<file path="config.mk">
export PLATFORM = sky130hd
export DESIGN_NAME = i2c_byte_engine
export DESIGN_NICKNAME = d
export VERILOG_FILES = /design/src/rtl/i2cb_pkg.sv /design/src/rtl/i2cb_shifter.sv /design/src/rtl/i2cb_datareg.sv /design/src/rtl/i2cb_flags.sv /design/src/rtl/i2cb_seq.sv /design/src/rtl/i2c_byte_engine.sv
export SDC_FILE = /design/constraint.sdc
export NUM_CORES = 1
export LEC_CHECK = 0
export ABC_AREA = 0
export CAP_MARGIN = 25
export CORE_MARGIN = 3
export CORE_UTILIZATION = 40
export CTS_CLUSTER_DIAMETER = 50
export DETAILED_ROUTE_END_ITERATION = 6
export PLACE_DENSITY = 0.62
export REMOVE_ABC_BUFFERS = 1
export SLEW_MARGIN = 40
export SYNTH_ARGS = -nofsm -noshare
export SYNTH_HDL_FRONTEND = slang
export SYNTH_HIERARCHICAL = 1
export SYNTH_SLANG_ARGS = --single-unit
</file>
<file path="constraint.sdc">
create_clock -name clk -period 2.22 [get_ports clk]
set_input_delay 0.444 -clock clk [delete_from_list [all_inputs] [get_ports clk]]
set_output_delay 0.444 -clock clk [all_outputs]
set_load 0.02 [all_outputs]
</file>
<file path="src/rtl/i2cb_pkg.sv">
package i2cb_pkg;
  typedef enum logic [2:0] {
    ST_IDLE,
    ST_DATA,
    ST_ACK,
    ST_HOLD,
    ST_ACKF
  } eng_state_t;
endpackage

</file>
<file path="src/rtl/i2cb_shifter.sv">
module i2cb_shifter #(
  parameter int W = 8
) (
  input  logic         clk,
  input  logic         rst,
  input  logic         load,
  input  logic [W-1:0] load_val,
  input  logic         shift_en,
  input  logic         fill,
  output logic         msb,
  output logic [W-1:0] sh_next
);
  logic [W-1:0] sh_q;

  always_comb begin
    if (load)
      sh_next = load_val;
    else if (shift_en)
      sh_next = {sh_q[W-2:0], fill};
    else
      sh_next = sh_q;
  end

  always_ff @(posedge clk) begin
    if (rst) sh_q <= '0;
    else     sh_q <= sh_next;
  end

  assign msb = sh_q[W-1];
endmodule

</file>
<file path="src/rtl/i2cb_datareg.sv">
module i2cb_datareg #(
  parameter int W = 8
) (
  input  logic         clk,
  input  logic         rst,
  input  logic         load_tx,
  input  logic [W-1:0] tx_val,
  input  logic         store_rx,
  input  logic [W-1:0] rx_val,
  output logic [W-1:0] q
);
  always_ff @(posedge clk) begin
    if (rst)           q <= '0;
    else if (load_tx)  q <= tx_val;
    else if (store_rx) q <= rx_val;
  end
endmodule

</file>
<file path="src/rtl/i2cb_flags.sv">
module i2cb_flags (
  input  logic clk,
  input  logic rst,
  input  logic set_evt,
  input  logic clr,
  input  logic ack_cap,
  input  logic ack_val,
  output logic irq,
  output logic rxack
);
  always_ff @(posedge clk) begin
    if (rst) begin
      irq   <= 1'b0;
      rxack <= 1'b0;
    end else begin
      if (set_evt)  irq <= 1'b1;
      else if (clr) irq <= 1'b0;
      if (ack_cap)  rxack <= ack_val;
    end
  end
endmodule

</file>
<file path="src/rtl/i2cb_seq.sv">
module i2cb_seq
  import i2cb_pkg::*;
#(
  parameter int W = 8
) (
  input  logic clk,
  input  logic rst,
  input  logic wr_data_en,
  input  logic rd_data_en,
  input  logic mode_tx,
  input  logic fast_ack_en,
  input  logic tx_ack_bit,
  input  logic tx_ack_wr,
  input  logic scl_low_stb,
  input  logic scl_high_stb,
  input  logic sda_in,
  input  logic arb_lost,
  input  logic sh_msb,
  output logic sda_out,
  output logic busy,
  output logic load_sh,
  output logic shift_en,
  output logic shift_fill,
  output logic store_rx,
  output logic ack_cap,
  output logic done_evt
);
  localparam int CNT_W = (W > 2) ? $clog2(W) : 1;
  localparam logic [CNT_W-1:0] LAST = CNT_W'(W - 1);

  eng_state_t st;
  logic [CNT_W-1:0] cnt;
  logic dir_tx, ack_hold;
  logic start_tx, start_rx, last_bit, fast_stop, ack_end;

  always_comb begin
    start_tx   = (st == ST_IDLE) && wr_data_en && mode_tx;
    start_rx   = (st == ST_IDLE) && rd_data_en && !mode_tx;
    last_bit   = (st == ST_DATA) && scl_high_stb && (cnt == LAST);
    fast_stop  = last_bit && !dir_tx && fast_ack_en;
    ack_end    = (st == ST_ACK) && scl_high_stb;
    load_sh    = start_tx && !arb_lost;
    shift_en   = !arb_lost && (st == ST_DATA) &&
                 (dir_tx ? scl_low_stb : scl_high_stb);
    shift_fill = dir_tx ? 1'b0 : sda_in;
    ack_cap    = !arb_lost && ack_end && dir_tx;
    store_rx   = !arb_lost && !dir_tx && (ack_end || fast_stop);
    done_evt   = !arb_lost && (ack_end || fast_stop);
  end

  always_ff @(posedge clk) begin
    if (rst) begin
      st       <= ST_IDLE;
      cnt      <= '0;
      dir_tx   <= 1'b0;
      ack_hold <= 1'b1;
      sda_out  <= 1'b1;
      busy     <= 1'b0;
    end else if (arb_lost) begin
      st      <= ST_IDLE;
      cnt     <= '0;
      sda_out <= 1'b1;
      busy    <= 1'b0;
    end else begin
      unique case (st)
        ST_IDLE: begin
          if (scl_low_stb) sda_out <= 1'b1;
          if (start_tx) begin
            st     <= ST_DATA;
            dir_tx <= 1'b1;
            busy   <= 1'b1;
            cnt    <= '0;
          end else if (start_rx) begin
            st     <= ST_DATA;
            dir_tx <= 1'b0;
            busy   <= 1'b1;
            cnt    <= '0;
          end
        end
        ST_DATA: begin
          if (scl_low_stb) sda_out <= dir_tx ? sh_msb : 1'b1;
          if (scl_high_stb) begin
            if (cnt == LAST) begin
              cnt <= '0;
              if (!dir_tx && fast_ack_en) begin
                st   <= ST_HOLD;
                busy <= 1'b0;
              end else begin
                st <= ST_ACK;
              end
            end else begin
              cnt <= cnt + 1'b1;
            end
          end
        end
        ST_ACK: begin
          if (scl_low_stb) sda_out <= dir_tx ? 1'b1 : tx_ack_bit;
          if (scl_high_stb) begin
            st   <= ST_IDLE;
            busy <= 1'b0;
          end
        end
        ST_HOLD: begin
          if (tx_ack_wr) begin
            ack_hold <= tx_ack_bit;
            st       <= ST_ACKF;
          end
        end
        ST_ACKF: begin
          if (scl_low_stb)  sda_out <= ack_hold;
          if (scl_high_stb) st <= ST_IDLE;
        end
        default: st <= ST_IDLE;
      endcase
    end
  end
endmodule

</file>
<file path="src/rtl/i2c_byte_engine.sv">
module i2c_byte_engine #(
  parameter int DATA_W = 8
) (
  input  logic              clk,
  input  logic              rst,
  input  logic              wr_data_en,
  input  logic [DATA_W-1:0] wr_data,
  input  logic              rd_data_en,
  output logic [DATA_W-1:0] rd_data,
  input  logic              mode_tx,
  input  logic              fast_ack_en,
  input  logic              tx_ack_bit,
  input  logic              tx_ack_wr,
  input  logic              flag_clr,
  output logic              irq_flag,
  output logic              rx_ack,
  output logic              busy,
  input  logic              scl_low_stb,
  input  logic              scl_high_stb,
  input  logic              sda_in,
  output logic              sda_out,
  input  logic              arb_lost,
  input  logic              addr_match
);
  logic              sh_msb, load_sh, shift_en, shift_fill;
  logic              store_rx, ack_cap, done_evt;
  logic [DATA_W-1:0] sh_next;

  i2cb_seq #(.W(DATA_W)) u_seq (
    .clk(clk), .rst(rst),
    .wr_data_en(wr_data_en), .rd_data_en(rd_data_en),
    .mode_tx(mode_tx), .fast_ack_en(fast_ack_en),
    .tx_ack_bit(tx_ack_bit), .tx_ack_wr(tx_ack_wr),
    .scl_low_stb(scl_low_stb), .scl_high_stb(scl_high_stb),
    .sda_in(sda_in), .arb_lost(arb_lost), .sh_msb(sh_msb),
    .sda_out(sda_out), .busy(busy), .load_sh(load_sh),
    .shift_en(shift_en), .shift_fill(shift_fill),
    .store_rx(store_rx), .ack_cap(ack_cap), .done_evt(done_evt)
  );

  i2cb_shifter #(.W(DATA_W)) u_shift (
    .clk(clk), .rst(rst), .load(load_sh), .load_val(wr_data),
    .shift_en(shift_en), .fill(shift_fill),
    .msb(sh_msb), .sh_next(sh_next)
  );

  i2cb_datareg #(.W(DATA_W)) u_dreg (
    .clk(clk), .rst(rst), .load_tx(load_sh), .tx_val(wr_data),
    .store_rx(store_rx), .rx_val(sh_next), .q(rd_data)
  );

  i2cb_flags u_flags (
    .clk(clk), .rst(rst),
    .set_evt(done_evt | arb_lost | addr_match),
    .clr(flag_clr), .ack_cap(ack_cap), .ack_val(sda_in),
    .irq(irq_flag), .rxack(rx_ack)
  );
endmodule

</file>
# == After elaboration in Yosys (flattened, before gate mapping) ==
# Cells that the tools add are included.
# op_classes
n_reduce_logical,37
bitwise,3
mux,37
add_sub_neg,1
n_eq_ne,16
# op_table
cell,n
8-bit 2-to-1 mux,4
3-bit 2-to-1 mux,10
1-bit 2-to-1 mux,19
1-bit logical AND,18
"2-bit inequality test, second input constant",8
3-bit one-hot mux with 4 select lines,1
5-bit AND reduction,2
3-bit AND reduction,3
2-bit nonzero test,4
"3-bit by 2-bit equality test with 1-bit output, second input constant",2
"3-bit equality test, second input constant",2
3-bit one-hot mux with 2 select lines,1
6-bit AND reduction,1
"2-bit by 1-bit inequality test with 1-bit output, second input constant",2
1-bit one-hot mux with 4 select lines,1
4-bit nonzero test,1
2-bit OR reduction,2
"3-bit by 1-bit adder with 3-bit output, second input constant",1
"3-bit by 1-bit equality test with 1-bit output, second input constant",1
1-bit zero test,3
3-bit zero test,1
"3-bit by 1-bit inequality test with 1-bit output, second input constant",1
1-bit one-hot mux with 3 select lines,1
3-bit nonzero test,1
3 further kinds,4
# word_totals
reg_bits,28
out_inout_bits,12
input_bits,22
wordCells,104

# == Longest topological paths before layout ==
# Gate-level depths: netlist of the first run.
# logic_depth
ltp_word,10
mapped_depth,9

# == By module ==
# Netlist of the first run, hierarchy kept.
# modules_own_cells
mod,n_inst,area_per_inst_um2,cells_each,seq_area_each_um2
i2cb_seq,1,750.7,88,200.2
i2cb_shifter,1,430.4,44,160.2
i2cb_datareg,1,369.1,35,160.2
i2cb_flags,1,72.6,7,40.0
i2c_byte_engine,1,6.3,1,0.0

# == Worst setup path before layout of the first run ==
# Ideal clock, no wire load.
# synth_path
path_kind,flip-flop to flip-flop
start,register u_seq.st[0]
end,register u_dreg.q[3]
t_required_ns,2.134
setup_ns,0.086
path_slack_ns,0.406
path_stages_with_launch,10
arrival_ns,1.728
synth_period_minus_slack_ns,1.814
n_path_buf,2
path_cell_list,dfxtp_1 -> buf_2 -> nor3_2 -> nand4b_1 -> inv_1 -> inv_2 -> buf_6 -> a21oi_1 -> mux2i_1 -> a211oi_1
# synth_between
elab_cells_between_ends,20
# synth_rtl
element,line_no,text
from (decl),i2cb_seq.sv:31,eng_state_t st;
from (signal assigned),i2cb_seq.sv:53,st <= ST_IDLE;
from (signal assigned),i2cb_seq.sv:60,st <= ST_IDLE;
from (signal assigned),i2cb_seq.sv:69,st <= ST_DATA;
3-bit zero test,i2cb_seq.sv:37,start_tx = (st == ST_IDLE) && wr_data_en && mode_tx;
1-bit logical AND (2 in a row),i2cb_seq.sv:37,
1-bit logical AND,i2cb_seq.sv:42,load_sh = start_tx && !arb_lost;
named net load_sh,i2c_byte_engine.sv:25,"logic sh_msb, load_sh, shift_en, shift_fill;"
8-bit 2-to-1 mux,i2cb_shifter.sv:16,if (load)
named net sh_next[3],i2c_byte_engine.sv:27,logic [DATA_W-1:0] sh_next;
8-bit 2-to-1 mux,i2cb_datareg.sv:15,else if (store_rx) q <= rx_val;
8-bit 2-to-1 mux,i2cb_datareg.sv:14,else if (load_tx) q <= tx_val;
to (signal assigned),i2cb_datareg.sv:14,
to (signal assigned),i2cb_datareg.sv:15,
to (decl),i2cb_datareg.sv:10,output logic [W-1:0] q
# The timed path passes the listed nets, and every way through them passes these cells. The select of a mux whose other input is x is not followed.
# A chain may end at the register's enable or synchronous reset.

# == Worst setup path after layout of the first run ==
# layout_path
start,register u_seq.cnt[0]
end,register u_dreg.q[0]
# layout_between
elab_chain_len,7
# layout_lines
element,line_no,text
from (decl),i2cb_seq.sv:32,logic [CNT_W-1:0] cnt;
from (signal assigned),i2cb_seq.sv:92,cnt <= cnt + 1'b1;
3-bit equality test,i2cb_seq.sv:39,last_bit = (st == ST_DATA) && scl_high_stb && (cnt == LAST);
1-bit logical AND,i2cb_seq.sv:39,
1-bit logical AND (2 in a row),i2cb_seq.sv:40,fast_stop = last_bit && !dir_tx && fast_ack_en;
1-bit logical OR,i2cb_seq.sv:47,store_rx = !arb_lost && !dir_tx && (ack_end || fast_stop);
1-bit logical AND,i2cb_seq.sv:47,
named net store_rx,i2c_byte_engine.sv:26,"logic store_rx, ack_cap, done_evt;"
2-bit nonzero test (no source line),--,
# The timed path passes the listed nets, and every way through them passes these cells.

==> results of run 1 <==
## final timing paths
kind,slack (ns),cells past startpoint,startpoint,to
hold / removal,0.48,2,u_seq/cnt[2]$_SDFFE_PP0P_,u_seq/cnt[2]$_SDFFE_PP0P_
setup reg to reg,0.20,8,u_seq/cnt[0]$_SDFFE_PP0P_,u_dreg/q[0]$_SDFFE_PP0P_
hold reg to reg,0.48,2,u_seq/cnt[2]$_SDFFE_PP0P_,u_seq/cnt[2]$_SDFFE_PP0P_
setup / recovery,0.20,8,u_seq/cnt[0]$_SDFFE_PP0P_,u_dreg/q[0]$_SDFFE_PP0P_
## power by group
group | internal, mW | leakage (nW) | total, mW | switching [mW]
Sequential | 0.526 | 0.228 | 0.542 | 0.0165
Clock | 0.242 | 0.0357 | 0.409 | 0.168
Combinational | 0.121 | 0.491 | 0.238 | 0.117
Total | 0.889 | 0.756 | 1.19 | 0.301
## per-layer routing
metal	global-route usage [%]	part of all wire (%)	wire length, um
met1	22.2	47	1860
met2	28.1	47	1850
met3	4.06	5.1	202
met4	3.83	1.5	61
met5	0	0	0
## sequential cells by signal, indices dropped and copies added, names as in the netlist
name,cells
u_dreg/q,8
u_shift/sh_q,8
u_seq/cnt,3
u_seq/st,3
u_flags/irq,1
u_flags/rxack,1
u_seq/ack_hold,1
u_seq/busy,1
u_seq/dir_tx,1
u_seq/sda_out,1
## cells in the final DEF, fill, tap and decap left out
cell	n
nand2_1	5
o21ai_1	4
nor3_2	1
clkbuf_8	3
a211oi_2	2
buf_4	17
or3_1	2
o21ai_0	2
ha_1	2
a2111oi_2	1
o31ai_2	1
o311ai_4	1
a31o_1	1
dfxtp_1	28
a32oi_2	1
a22oi_1	1
a21oi_2	1
nand4_1	2
nor3_1	2
bufinv_16	1
or2_1	1
and3_1	2
a2111oi_4	1
a21oi_1	15
nor2b_2	1
a211o_1	1
nand3_1	5
o311a_1	1
nor2b_1	20
nand2b_1	8
nor4b_1	1
mux2i_1	21
clkdlybuf4s50_1	33
o21a_1	2
inv_2	3
nor2_1	6
nand4b_1	2
a211oi_1	14
inv_1	3
## cell families (layout without fill, tap and decap cells)
family	after synthesis	after routing	share of synthesized area [%]
adders and majority gates	2	2	1.54
and+or+nand+nor	58	58	20.9
buffers and inverters	17	60	6.61
muxes	21	21	12.9
DFF	28	28	34.4
AOI/OAI and AO/OA	49	49	23.7
## through the flow
step / power [mW] / hold slack [ns] / area [um^2] / TNS (ns)
after floorplan: 0.672 / 0.449 / 1540 / -8.83
after global placement: 0.785 / 0.458 / 2060 / -0.0163
after detailed placement: 0.790 / 0.466 / 2060 / -0.134
after CTS: 1.20 / 0.480 / 2130 / 0
after global routing: 1.25 / 0.500 / 2140 / 0
final: 1.19 / 0.476 / 2140 / 0
## worst max-delay path, cell delays in order (launching register included)
cell and delay, ns:
dfxtp_1 0.36, ha_1 0.16, ha_1 0.23, nand4_1 0.19, a2111oi_2 0.33, buf_4 0.26
buf_4 0.14, mux2i_1 0.17, a211oi_1 0.08
## area by class of cell
type,instances,area share [%]
clock inverter,1,1.40
inverter,6,1.05
multi-input combinational,130,45.2
sequential,28,26.2
timing repair buffer,50,21.4
tap,48,2.81
clock buffer,3,1.93
==> flow_summary.json, run 1 <==
{
  "wl_per_cell_um": 15.0,
  "cts_sinks": 28,
  "syn_to_final_growth_pct": 31.3,
  "fp.dieH_um": 69.8,
  "postRouteAntennaNets": 0,
  "pre_cts_slack_ns": -0.0487,
  "gp_routability_congestion": 0.895,
  "status": "finished clean",
  "required_ns": 2.39,
  "yosysTopAreaCellShare_pct": 34.4,
  "setup_violations": 0,
  "drt-pass1-iter-count": 4,
  "drc": 0,
  "clock_latency_ns": 0.28,
  "synth_commonest_cells": "dfxtp_1 (28), mux2i_1 (21), nor2b_1 (20), a21oi_1 (15), a211oi_1 (14)",
  "antenna_found_initial": 0,
  "dieArea_um2": 4870,
  "cts-root-buf": "clkbuf_8",
  "yosysMostFrequentCell": "dfxtp_1",
  "peakVddDrop_mv": 0.570,
  "arrival_ns": 2.19,
  "cts_tree": "yes",
  "drive_above_1_share_pct": 15.6,
  "post-place-cells": 261,
  "fillCellCount": 342,
  "crit_path_max_fanout": 8,
  "syn_area_per_cell_um2": 9.31,
  "cts-buffers-inserted": 3,
  "ios": 34,
  "end_kind": "flip-flop",
  "power_leakage_nw": 0.756,
  "path_clk_slew_ns": 0.10,
  "ys_types": 40,
  "max_freq_ghz": 0.494,
  "syn_area_um2": 1630,
  "finalHoldViolations": 0,
  "gr-usage-all-layers_pct": 17.0,
  "fin_nets": 243,
  "ys_warn_count": 6,
  "floorplan.rows": 22,
  "grt_max_degree": 23,
  "worstSetupStartpointType": "flip-flop",
  "diodes": 0,
  "grt_overflow": 0,
  "hold_buffers": 0,
  "finish.utilization_pct": 56.3,
  "grt_pass1_wl_um": 6880,
  "finalWorstSetupSlack_ns": 0.196,
  "stdcell_count": 266,
  "cts_setup_buffers": 0,
  "critPathKind": "flip-flop to flip-flop",
  "synthFlopType": "dfxtp_1",
  "synth_area_leaders": "dfxtp_1 (34%), mux2i_1 (13%), nor2b_1 (7.7%)",
  "worst_pin_slew_ns": 0.446,
  "p_per_area_nw_per_um2": 556,
  "multi_input_area_um2": 967,
  "first_iter_violations": 87,
  "relSlewSlack_pct": 70.3,
  "netlist_instances": 175,
  "dp_hpwl_um": 2940,
  "seq_area_frac_synth_pct": 34.4,
  "synth_edf_count": 0,
  "core_area_um2": 3800,
  "ctsResizeCount": 0,
  "regArea_um2": 561,
  "htree_num_levels": 1,
  "clockBufferDepth": 2,
  "grt_setup_unrepaired": "false",
  "synthArstFlopShare_pct": 0,
  "vias_per_cell": 5.47,
  "yosysTopAreaCell": "dfxtp_1",
  "ys_ff_latch": 28,
  "drv_cap": 0,
  "final.setup_skew_ns": 0.00250,
  "start_util_pct": 42.9,
  "place.port_buffers": 33,
  "period_share_pct": 91.2,
  "wirelength_um": 3980,
  "grt_pass1_vias": 1439,
  "drv_slew": 0,
  "worstHoldPathType": "flip-flop to flip-flop",
  "chipWidth_um": 69.8,
  "post-route-min-period_ns": 2.02,
  "vias": 1455
}
No activity file was read; power rests on OpenSTA's default activity.
==> run 2, diff against run 1 <==
HOLD_SLACK_MARGIN = 0.02   (was default)
==> results of run 2 <==
Final layout, timing and power as in run 1 (identical DEF).
==> run 3, diff against run 2 <==
CTS_CLUSTER_DIAMETER = 120   (was 50)
==> results of run 3 <==
Final layout, timing and power as in run 1 (identical DEF).
